<file path="config.mk">
export PLATFORM = sky130hd
export DESIGN_NAME = eewp_status_unit
export DESIGN_NICKNAME = d
export VERILOG_FILES = /design/src/rtl/eewp_pkg.sv /design/src/rtl/eewp_wel_latch.sv /design/src/rtl/eewp_bp_store.sv /design/src/rtl/eewp_status_unit.sv
export SDC_FILE = /design/constraint.sdc
export NUM_CORES = 1
export LEC_CHECK = 0
export BUFFER_PORTS_ARGS = -buffer_cell sky130_fd_sc_hd__buf_2
export CAP_MARGIN = 20
export CORE_MARGIN = 1.5
export CORE_UTILIZATION = 30
export DETAILED_ROUTE_END_ITERATION = 16
export PLACE_DENSITY = 0.71
export SLEW_MARGIN = 20
export SYNTH_ARGS = -nofsm -noshare
export SYNTH_HDL_FRONTEND = slang
export SYNTH_SLANG_ARGS = --single-unit
</file>
<file path="constraint.sdc">
create_clock -name clk -period 2.1 [get_ports clk]
set_clock_uncertainty 0.2 [all_clocks]
set_input_delay 0.315 -clock clk [delete_from_list [all_inputs] [get_ports clk]]
set_output_delay 0.315 -clock clk [all_outputs]
set_load 0.02 [all_outputs]
</file>
<file path="src/rtl/eewp_pkg.sv">
package eewp_pkg;
  localparam int SR_FRAME_BITS = 8;
  localparam int BP_FIELD_LSB  = 2;

  // Locked-region test: top two address bits against the protect code.
  function automatic logic addr_locked(input logic [1:0] addr_top, input logic [1:0] bp);
    logic r;
    case (bp)
      2'b00:   r = 1'b0;
      2'b01:   r = (addr_top == 2'b11);
      2'b10:   r = addr_top[1];
      default: r = 1'b1;
    endcase
    return r;
  endfunction

  function automatic logic [7:0] pack_status(input logic [1:0] bp, input logic wel,
                                             input logic wip);
    return {4'hF, bp, wel, wip};
  endfunction
endpackage

</file>
<file path="src/rtl/eewp_wel_latch.sv">
module eewp_wel_latch (
  input  logic clk,
  input  logic rst_n,
  input  logic wp_n,
  input  logic set_req,
  input  logic clr_req,
  output logic wel_q
);
  always_ff @(posedge clk) begin
    if (!rst_n)        wel_q <= 1'b0;
    else if (!wp_n)    wel_q <= 1'b0;
    else if (clr_req)  wel_q <= 1'b0;
    else if (set_req)  wel_q <= 1'b1;
  end

  assert_wp_clears_R5: assert property (@(posedge clk) disable iff (!rst_n)
    !wp_n |=> !wel_q);
  assert_clear_wins_R3: assert property (@(posedge clk) disable iff (!rst_n)
    clr_req |=> !wel_q);
  assert_set_R2: assert property (@(posedge clk) disable iff (!rst_n)
    (set_req && !clr_req && wp_n) |=> wel_q);
endmodule

</file>
<file path="src/rtl/eewp_bp_store.sv">
module eewp_bp_store (
  input  logic       clk,
  input  logic       rst_n,
  input  logic [1:0] bp_init,
  input  logic       commit,
  input  logic [1:0] commit_val,
  input  logic       busy_in,
  output logic [1:0] bp_q,
  output logic       pend_q,
  output logic       prog_req,
  output logic [1:0] prog_val
);
  logic       busy_d;
  logic       busy_fall;
  logic [1:0] pend_val;

  assign busy_fall = busy_d && !busy_in;
  assign prog_val  = pend_val;

  always_ff @(posedge clk) begin
    if (!rst_n) begin
      bp_q     <= bp_init;
      pend_q   <= 1'b0;
      pend_val <= 2'b00;
      busy_d   <= 1'b0;
      prog_req <= 1'b0;
    end else begin
      busy_d   <= busy_in;
      prog_req <= commit;
      if (commit) begin
        pend_q   <= 1'b1;
        pend_val <= commit_val;
      end else if (pend_q && busy_fall) begin
        pend_q <= 1'b0;
        bp_q   <= pend_val;
      end
    end
  end

  // while the cycle runs, the visible bits hold and the update stays queued
  assert_old_bp_held_R8: assert property (@(posedge clk) disable iff (!rst_n)
    (pend_q && busy_in) |=> ($stable(bp_q) && pend_q));
  assert_no_change_idle_R7: assert property (@(posedge clk) disable iff (!rst_n)
    (!pend_q && !commit) |=> $stable(bp_q));
endmodule

</file>
<file path="src/rtl/eewp_status_unit.sv">
module eewp_status_unit #(
  parameter int ADDR_W = 9,
  parameter int CNT_W  = 5
) (
  input  logic              clk,
  input  logic              rst_n,
  input  logic              wp_n,
  input  logic              set_en,
  input  logic              clr_en,
  input  logic              sr_end,
  input  logic [CNT_W-1:0]  sr_bitcnt,
  input  logic [7:0]        sr_data,
  input  logic              arr_start,
  input  logic              busy_in,
  input  logic [1:0]        bp_stored,
  input  logic [ADDR_W-1:0] chk_addr,
  output logic [7:0]        status_byte,
  output logic              write_permit,
  output logic              bp_prog_req,
  output logic [1:0]        bp_prog_val
);
  import eewp_pkg::*;

  localparam logic [CNT_W-1:0] FRAME_CNT = CNT_W'(SR_FRAME_BITS);

  logic       wel_q;
  logic       sr_exec;
  logic       sr_accept;
  logic       wel_clear;
  logic [1:0] bp_q;
  logic       bp_pend;
  logic       addr_hit;

  assign sr_exec   = sr_end && (sr_bitcnt == FRAME_CNT);
  assign sr_accept = sr_exec && wel_q && wp_n;
  assign wel_clear = clr_en || sr_exec || arr_start;

  eewp_wel_latch u_wel (
    .clk     (clk),
    .rst_n   (rst_n),
    .wp_n    (wp_n),
    .set_req (set_en),
    .clr_req (wel_clear),
    .wel_q   (wel_q)
  );

  eewp_bp_store u_bp (
    .clk        (clk),
    .rst_n      (rst_n),
    .bp_init    (bp_stored),
    .commit     (sr_accept),
    .commit_val (sr_data[BP_FIELD_LSB +: 2]),
    .busy_in    (busy_in),
    .bp_q       (bp_q),
    .pend_q     (bp_pend),
    .prog_req   (bp_prog_req),
    .prog_val   (bp_prog_val)
  );

  assign addr_hit     = addr_locked(chk_addr[ADDR_W-1 -: 2], bp_q);
  assign write_permit = wel_q && wp_n && !addr_hit;
  assign status_byte  = pack_status(bp_q, wel_q, busy_in);

  assert_req_needs_wel_R7: assert property (@(posedge clk) disable iff (!rst_n)
    $rose(bp_prog_req) |-> ($past(wel_q) && $past(wp_n)));
  assert_bad_count_no_req_R6: assert property (@(posedge clk) disable iff (!rst_n)
    (sr_end && sr_bitcnt != FRAME_CNT) |=> !bp_prog_req);
  assert_exec_clears_R4: assert property (@(posedge clk) disable iff (!rst_n)
    (sr_exec || arr_start) |=> !status_byte[1]);
  assert_permit_gated_R10: assert property (@(posedge clk) disable iff (!rst_n)
    write_permit |-> (wp_n && status_byte[1]));
  assert_wip_bit_R1: assert property (@(posedge clk) disable iff (!rst_n)
    status_byte[0] == busy_in);
endmodule

</file>
==> results of run 1 <==
==> layer usage <==
layer | part of all wire [%] | GRT usage, % | wire (um)
met4 | 1.3 | 10.34 | 10
met5 | 0 | 0 | 0
met3 | 7.0 | 3.468 | 54
met1 | 38 | 16.20 | 293
met2 | 54 | 19.17 | 415
==> state kept, by name, summed over array words and instances (netlist names) <==
signal	flops
u_wel.wel_q	1
u_bp.prog_val	2
u_bp.pend_q	1
u_bp.prog_req	1
u_bp.busy_d	1
u_bp.bp_q	2
==> stage by stage <==
step	util, %	worst slack [ps]	total power (W)	hold slack, ps
2_1_floorplan	-	617.7	0.0001981	249.7
3_3_place_gp	43.38	464.1	0.0002140	266.6
3_5_place_dp	43.38	441.8	0.0002157	270.1
4_1_cts	45.30	432.9	0.0003298	103.1
5_1_grt	45.30	381.4	0.0003459	126.7
6_report	45.30	451.8	0.0003251	107.2
==> how the worst min path moves through the flow <==
stage                             to  slack (ps)  cells after the start
finish              u_bp.prog_val[1]         110                      3
global route        u_bp.prog_val[0]         130                      3
CTS                 u_bp.prog_val[1]         100                      3
detailed placement  u_bp.prog_val[1]         270                      2
global placement         u_bp.pend_q         270                      2
floorplan                u_bp.busy_d         250                      2
==> cell usage in the layout (no fill, tap or decap), drive strengths merged <==
cell type,netlist,layout
a21oi,2,2
a41o,1,1
and4,1,1
and4bb,1,1
buf,6,26
clkbuf,0,3
conb,1,4
dfxtp,6,6
edfxtp,2,2
inv,5,5
mux2i,2,2
nand2,4,4
nand3,1,1
nand4,1,1
nor2,4,4
o2111ai,1,1
o21ai,4,4
==> layout make-up <==
cell class / instances / area, um2 / area share (%)
timing repair buffer: 26 / 130.1 / 24.53
sequential: 8 / 180.2 / 33.96
clock buffer: 3 / 22.52 / 4.245
multi-input combinational: 26 / 161.4 / 30.42
tap: 14 / 17.52 / 3.302
inverter: 5 / 18.77 / 3.538
==> critical path, delay by kind of cell, from the launching register on <==
family / cells / cell delay, ps
buffers and inverters: 1 / 150
and+or+nand+nor: 1 / 180
AOI/OAI and AO/OA: 1 / 160
DFF: 1 / 400
==> kinds of logic (layout without fill, tap and decap cells) <==
| group | Yosys count | count (layout) |
|---|---|---|
| AO/OA/AOI/OAI | 8 | 8 |
| buffers and inverters | 11 | 34 |
| flip-flops | 8 | 8 |
| multiplexers | 2 | 2 |
| other | 1 | 4 |
| AND/OR/NAND/NOR | 12 | 12 |
==> power by group <==
part,internal [W],switching [W]
combinational,0.0000193,0.0000273
clock,0.0000651,0.0000478
sequential,0.000163,0.00000263
==> metrics.yaml, run 1 <==
status:
  status: "completed"
routing:
  vias: 357
  ant_nets: 0
  drt_wl_total_um: 773
  firstDrtPassIters: 2
  viasPerCell: 4.354
  drtIter0Drc: 6
  drc: 0
  avgRoutedWirePerCell_um: 9.427
floorplan:
  dieArea_um2: 1540
  rows: 12
  start_util_pct: 33.65
  ioPinCount: 44
  die_w_um: 39.25
  coreArea_um2: 1171
  die_h_um: 39.25
power:
  power_density_nw_per_um2: 612.8
  p_leak_nw: 0.2954
  worst_ir_drop_vdd_mv: 0.2477
layout:
  fin_area_um2: 530.5
  finalNonFillerCells: 82
  fillers: 125
  antenna_cells: 0
  drive_gt1_share_pct: 45.59
  fin_nets: 102
  area_growth_pct: 34.60
clocking:
  cts-root-buf: "clkbuf_4"
  cts_num_sinks: 8
  clkLatencyLatePin_ps: 240
  path_clk_slew_ps: 50
  postCtsSetupRepairBufs: 0
  ctsResizeCount: 0
  hold_buffers: 0
  cts_max_level: 1
  cts_tree: "done"
  cts_buffers: 3
  clockBufferDepth: 2
worst_setup_path:
  critPathLaunch: "u_bp.bp_q[0]"
  r2r_cells: 2
  cp_cell_sequence: "o21ai_0 > and4_1 > buf_2"
  cp.arrival_ps: 1130
  cp-end-kind: "output pin"
  cpMaxStageDelayCell: "edfxtp_1"
  critPathMaxFanout: 3
  worstSetupPathType: "flip-flop to output pin"
  worst-r2r-setup-slack_ps: 800
  crit_end: "write_permit"
  worstPathRequired_ps: 1580
  reg2reg_from: "u_wel.wel_q"
  max_stage_delay_ps: 400
  cp-start-kind: "flip-flop"
  regToRegEndpoint: "u_bp.bp_q[1]"
timing:
  fin_tns_setup_ps: 0
  max_freq_mhz: 606.7
  rsz0062_at_grt: "no"
  slew_violations: 0
  min_period_over_period_pct: 78.49
  setup_viol: 0
  final_hold_viol_count: 0
  min_period_ps: 1648
yosys:
  ys_ff_latch: 8
  synth.avg_cell_area_um2: 9.384
  synth_common_cells: "buf_4, dfxtp_1, inv_1"
  synthAdderAreaFrac_pct: 0
  ys_top_cells_by_area: "dfxtp_1, edfxtp_1, buf_4"
  synth_flop_cell: "dfxtp_1"
  synthXorXnorAreaFrac_pct: 0
  syn-cell-area_um2: 394.1
  synth_simple_gate_area_share_pct: 19.68
  ys_seq_area_share_pct: 45.71
  ys_types: 16
  synth_warnings: 0
  yosysTopAreaCellShare_pct: 30.48
  muxShareOfSynthArea_pct: 5.079
  synth_top_family_by_area: "simple AND/OR/NAND/NOR gates"
  synth_edf_count: 2
  synth_cells: 42
  synth_top_area_cell: "dfxtp_1"
  synth_compound_area_share_pct: 12.38
  async_flop_share_pct: 0
hold_path:
  hold_path.class: "input pin to flip-flop"
  worstHoldStart: "sr_data[3]"
grt:
  antenna_found_initial: 0
  grt-ovfl-total: 0
  grt_pass1_vias: 301
  grt_max_degree: 9
  grt_pass1_wl_mm: 1.262
  grt_util_all_layers_pct: 13.21
placement:
  gp_congestion: 0.6210
  portBuffers: 26
  dp.cells: 79
  place_area_um2: 508.0
  hpwlAfterDp_um: 651.9
run:
  cap_violations: 0
Note: power is estimated with default switching activity, not from simulation.
==> inputs of run 2 (changes only) <==
--- a/config.mk
+++ b/config.mk
@@ -8,9 +8,9 @@
 export BUFFER_PORTS_ARGS = -buffer_cell sky130_fd_sc_hd__buf_2
 export CAP_MARGIN = 20
 export CORE_MARGIN = 1.5
-export CORE_UTILIZATION = 30
+export CORE_UTILIZATION = 28
 export DETAILED_ROUTE_END_ITERATION = 16
-export PLACE_DENSITY = 0.71
+export PLACE_DENSITY = 0.7
 export SLEW_MARGIN = 20
 export SYNTH_ARGS = -nofsm -noshare
 export SYNTH_HDL_FRONTEND = slang
==> constraint.sdc (replaced) <==
create_clock -name clk -period 1.5 [get_ports clk]
set_clock_uncertainty 0.2 [all_clocks]
set_input_delay 0.225 -clock clk [delete_from_list [all_inputs] [get_ports clk]]
set_output_delay 0.225 -clock clk [all_outputs]
set_load 0.02 [all_outputs]
==> run 2 against run 1 <==
Effect of this change: the flow now finishes with violations (setup timing); largest power group unchanged; critical endpoint unchanged; combinational power is 44% higher; first-iteration DRC count is 33% lower; sequential share of layout area is 1.7 points lower; sequential power is 39% higher; sequential cell count stayed put.
==> metrics.yaml, run 2 (synthesis gave the netlist of run 1 again) <==
grt:
  grt_util_all_layers_pct: 11.43  # -1.8 points
  grt_pass1_vias: 269  # -11%
  grt_max_degree: 9  # unchanged
  antenna_found_initial: 0  # unchanged
  grt-ovfl-total: 0  # unchanged
  grt_pass1_wl_mm: 1.048  # -17%
routing:
  firstDrtPassIters: 2  # unchanged
  drtIter0Drc: 4  # -2
  vias: 354  # -0.84%
  ant_nets: 0  # unchanged
  drc: 0  # unchanged
  avgRoutedWirePerCell_um: 8.907  # -5.5%
  drt_wl_total_um: 766  # -0.91%
  viasPerCell: 4.116  # -5.5%
worst_setup_path:
  max_stage_delay_ps: 400  # about the same
  worstSetupPathType: "flip-flop to output pin"
  cp_cell_sequence: "o21ai_1 > and4_1 > buf_6"
  cp-end-kind: "output pin"
  worstPathRequired_ps: 1070  # -510 ps
  critPathMaxFanout: 3  # unchanged
  cp-start-kind: "flip-flop"
  path_delay_family: "flip-flops"
  cp.arrival_ps: 1090  # -40 ps
  cp.buffers_inverters: 1  # unchanged
  cpMaxStageDelayCell: "edfxtp_1"
layout:
  fillers: 140  # +12%
  fin_nets: 104  # +2.0%
  layout_commonest_cell: "buf_2"
  finalNonFillerCells: 86  # +4.9%
  drive_gt1_share_pct: 45.07  # -0.52 points
  multiInputGateArea_um2: 161.4  # unchanged
  fin_area_um2: 559.3  # +5.4%
  seqCellArea_um2: 180.2  # unchanged
  antenna_cells: 0  # unchanged
  layout_common_cells: "buf_2, dfxtp_1, inv_1"
  area_growth_pct: 41.90
clocking:
  path_clk_slew_ps: 60  # about the same
  cts-root-buf: "clkbuf_4"
  clkLatencyLatePin_ps: 250  # about the same
  cts_tree: "done"
  cts_buffers: 3  # unchanged
  clockBufferDepth: 2  # unchanged
  cts_num_sinks: 8  # unchanged
  cts_max_level: 1  # unchanged
placement:
  gp_congestion: 0.6906  # +11%
  place_area_um2: 516.7  # +1.7%
  pre_cts_slack_ps: 22.38  # -419.4 ps
  dp.cells: 81  # +2.5%
  hpwlAfterDp_um: 633.8  # -2.8%
  portBuffers: 26  # unchanged
timing:
  worst_slack_ps: -15.40  # -467.2 ps
  final_hold_viol_count: 0  # unchanged
  min_period_ps: 1515
  holdWs_ps: 19.92  # -87.27 ps
  rsz0062_at_grt: "yes"
  fin_tns_setup_ps: -15.40  # -15.40 ps
  setup_viol: 1  # +1
  slew_violations: 0  # unchanged
  max_freq_mhz: 659.9
  min_period_over_period_pct: 101.0
power:
  p_leak_nw: 0.3055  # +3.4%
  clockPowerShare_pct: 37.3  # +2.6 points
  worst_ir_drop_vdd_mv: 0.2937  # +19%
  power_density_nw_per_um2: 851.7  # +39%
  switching_share_pct: 24.63  # +0.72 points
  p_int_w: 0.0003590  # +45%
  pwr-share-seq_pct: 48.6  # -2.3 points
  switchingPower_w: 0.0001173  # +51%
  comb_power_share_pct: 14.1  # -0.2 points
floorplan:
  rows: 13  # +1
  start_util_pct: 30.29  # -3.4 points
  die_h_um: 40.52  # +3.2%
  die_w_um: 40.52  # +3.2%
  dieArea_um2: 1641  # +6.6%
  ioPinCount: 44  # unchanged
  coreArea_um2: 1301  # +11%
status:
  status: "finished with violations"
  violations: "setup timing"
run:
  cap_violations: 0  # unchanged
hold_path:
  hold_path.class: "input pin to flip-flop"
==> run 2: cell count changes in the layout (fill, tap and decap cells not counted), sizes merged <==
cell and change:
dlygate4sd3 +1, buf +1, clkbuf +1
==> run 2: worst paths after layout <==
check,start,end,slack (ps),cells after the start
setup / recovery,u_bp.bp_q[0],write_permit,-20,3
hold / removal,sr_data[2],u_bp.prog_val[0],20,3
setup reg to reg,u_wel.wel_q,u_bp.bp_q[1],300,2
hold reg to reg,u_bp.prog_val[1],u_bp.prog_val[1],280,2
==> run 2: per-stage QoR <==
step           power [W]  util (%)
5_1_grt        0.0005055     42.98
6_report       0.0004763     42.98
3_3_place_gp   0.0002999     39.71
3_5_place_dp   0.0003011     39.71
4_1_cts        0.0004822     42.21
2_1_floorplan  0.0002773         -
==> run 2: area by class of cell <==
type	instances	area share [%]
Sequential cell	8	32.21
Clock buffer	4	4.698
Inverter	5	3.356
Multi-Input combinational cell	26	28.86
Timing Repair Buffer	28	27.52
Tap cell	15	3.356
==> run 2: power by group through the flow <==
stage / clock [W] / sequential [W] / combinational, W
2_1_floorplan: 0 / 0.000241 / 0.0000359
3_3_place_gp: 0 / 0.000236 / 0.0000642
3_5_place_dp: 0 / 0.000236 / 0.0000653
4_1_cts: 0.000185 / 0.000231 / 0.0000662
5_1_grt: 0.000199 / 0.000232 / 0.0000753
6_report: 0.000178 / 0.000231 / 0.0000673
==> run 2: tightest hold or removal path, cell delays in order <==
cell	delay, ps
buf_2	100
nand2_1	50
mux2i_1	50
==> run 2: per-layer routing <==
| metal | vias up | GRT usage, % | wire length, um |
|---|---|---|---|
| met2 | 18 | 17.46 | 408 |
| li1 | 190 | - | - |
| met4 | 0 | 12.50 | 8 |
| met1 | 144 | 9.699 | 286 |
| met5 | - | 0 | 0 |
| met3 | 2 | 6.667 | 63 |
==> run 2: timing repair <==
item,in CTS,in global routing
pin swaps,2,0
hold buffers,0,1
hold endpoints to repair,0,1
setup buffers,0,0
endpoints found under the setup margin,1,1
gates resized for setup,3,0
==> inputs of run 3 (changes only) <==
--- a/config.mk
+++ b/config.mk
@@ -11,6 +11,7 @@
 export CORE_UTILIZATION = 28
 export DETAILED_ROUTE_END_ITERATION = 16
 export PLACE_DENSITY = 0.7
+export REMOVE_ABC_BUFFERS = 1
 export SLEW_MARGIN = 20
 export SYNTH_ARGS = -nofsm -noshare
 export SYNTH_HDL_FRONTEND = slang
==> run 3 against run 2 <==
Effect of this change: the run still ends with setup timing left; core utilization shrank 1.1 points; final cell count fell by 1.2%; sequential share of layout area grew 0.81 points; hold slack barely moved; global-route usage shrank 0.23 points; fmax decreased by 0.26%; register-to-register slack about the same; largest cell class unchanged; die area stayed put; largest power group unchanged; combinational power decreased by 4.0%; wire length down 7.4%; clock power about the same; total power is 0.85% lower.
==> metrics.yaml, run 3 (synthesis gave the netlist of run 1 again) <==
status:
  status: "finished with violations"
  violations: "setup timing"
routing:
  firstDrtPassIters: 4  # +2
  ant_nets: 0  # unchanged
  vias: 363  # +2.5%
  drtIter0Drc: 3  # -1
  viasPerCell: 4.271  # +3.7%
  drc: 0  # unchanged
  avgRoutedWirePerCell_um: 8.341  # -6.4%
  drt_wl_total_um: 709  # -7.4%
grt:
  grt_util_all_layers_pct: 11.20  # -0.23 points
  grt-ovfl-total: 0  # unchanged
  grt_pass1_vias: 297  # +10%
  grt_pass1_wl_mm: 1.166  # +11%
  antenna_found_initial: 0  # unchanged
  grt_max_degree: 9  # unchanged
floorplan:
  start_util_pct: 30.29  # unchanged
  die_h_um: 40.52  # unchanged
  rows: 13  # unchanged
  coreArea_um2: 1301  # unchanged
  die_w_um: 40.52  # unchanged
  ioPinCount: 44  # unchanged
  dieArea_um2: 1641  # unchanged
clocking:
  cts-root-buf: "clkbuf_4"
  hold_buffers: 0  # unchanged
  clockBufferDepth: 2  # unchanged
  cts_tree: "done"
  cts_buffers: 3  # unchanged
  clkLatencyLatePin_ps: 250  # about the same
  postCtsSetupRepairBufs: 0  # unchanged
  path_clk_slew_ps: 60  # about the same
  cts_num_sinks: 8  # unchanged
  cts_max_level: 1  # unchanged
worst_setup_path:
  cp.arrival_ps: 1090  # about the same
  max_stage_delay_ps: 400  # about the same
  cp_cell_sequence: "o21ai_1 > and4_1 > buf_4"
  critPathMaxFanout: 3  # unchanged
  cp.buffers_inverters: 1  # unchanged
  cpMaxStageDelayCell: "edfxtp_1"
  cp-start-kind: "flip-flop"
  worstSetupPathType: "flip-flop to output pin"
  path_delay_family: "flip-flops"
  cp-end-kind: "output pin"
  worstPathRequired_ps: 1070  # about the same
hold_path:
  hold_path.class: "input pin to flip-flop"
layout:
  area_growth_pct: 38.41
  antenna_cells: 0  # unchanged
  finalNonFillerCells: 85  # -1.2%
  layout_common_cells: "buf_2, dfxtp_1, inv_1"
  layout_commonest_cell: "buf_2"
  drive_gt1_share_pct: 45.71  # +0.64 points
  fin_nets: 103  # -0.96%
power:
  p_total_w: 0.0004723  # -0.85%
  worst_ir_drop_vdd_mv: 0.4584  # +56%
  p_leak_nw: 0.3006  # -1.6%
  power_density_nw_per_um2: 865.8  # +1.7%
timing:
  max_freq_mhz: 658.2  # -0.26%
  worst_slack_ps: -19.33  # -3.930 ps
  min_period_over_period_pct: 101.3  # +0.26 points
  min_period_ps: 1519  # +3.930 ps
  slew_violations: 0  # unchanged
  rsz0062_at_grt: "yes"
  final_hold_viol_count: 0  # unchanged
  setup_viol: 1  # unchanged
placement:
  pre_cts_slack_ps: 27.97  # +5.596 ps
  hpwlAfterDp_um: 599.9  # -5.3%
  dp.cells: 81  # unchanged
  portBuffers: 26  # unchanged
  gp_congestion: 0.6691  # -3.1%
run:
  cap_violations: 0  # unchanged
## run 3: cell types whose count changed in the layout (fill, tap and decap cells not counted)
cell,change
buf_6,-1
dlygate4sd3_1,-1
buf_4,+1
## run 3: what timing repair did
item | CTS | global route
gates resized for setup | 2 | 0
pin swaps | 1 | 0
hold endpoints to repair | 0 | 0
endpoints found under the setup margin | 1 | 1
gates cloned | 0 | 0
## run 3: layout make-up
cell class / instances / area [um2]
clock buffers: 4 / 26.28
fillers: 147 / 755.7
inverters: 5 / 18.77
multi-input cells: 26 / 161.4
flip-flops and latches: 8 / 180.2
well taps: 15 / 18.77
repair buffers: 27 / 140.1
## run 3: final timing paths
check | start | end | slack [ps] | cells after the start
setup / recovery | u_bp.bp_q[0] | write_permit | -20 | 3
hold / removal | sr_data[3] | u_bp.prog_val[1] | 20 | 3
setup reg to reg | u_wel.wel_q | u_bp.bp_q[1] | 290 | 2
hold reg to reg | u_bp.prog_val[0] | u_bp.prog_val[0] | 290 | 2
## run 3: power by group
group	total [W]	internal, W	leakage (nW)	switching (W)
clock	0.000176	0.000102	0.0150	0.0000742
combinational	0.0000646	0.0000273	0.218	0.0000373
sequential	0.000232	0.000228	0.0679	0.00000369
total	0.000472	0.000357	0.301	0.000115
## run 3: metal layers
metal	part of all wire, %	vias up	track usage, %
li1	-	192	-
met1	45	145	14.05
met2	43	26	15.08
met3	12	0	3.333
met4	0	0	10.00
met5	0	-	0
## run 3: worst reg2reg max path: stages (launching register included)
cell and delay (ps):
dfxtp_1 410, nand4_4 100, a41o_1 270
## run 3: stage by stage
step	TNS [ps]	util [%]	instance area [um2]	hold WS, ps
global placement	0	39.71	516.7	264.6
detailed placement	0	39.71	516.7	278.0
floorplan	0	-	360.3	159.7
finish	-19.33	41.92	545.5	20.28
global route	-89.02	41.92	545.5	31.98
CTS	-31.29	41.92	545.5	18.80
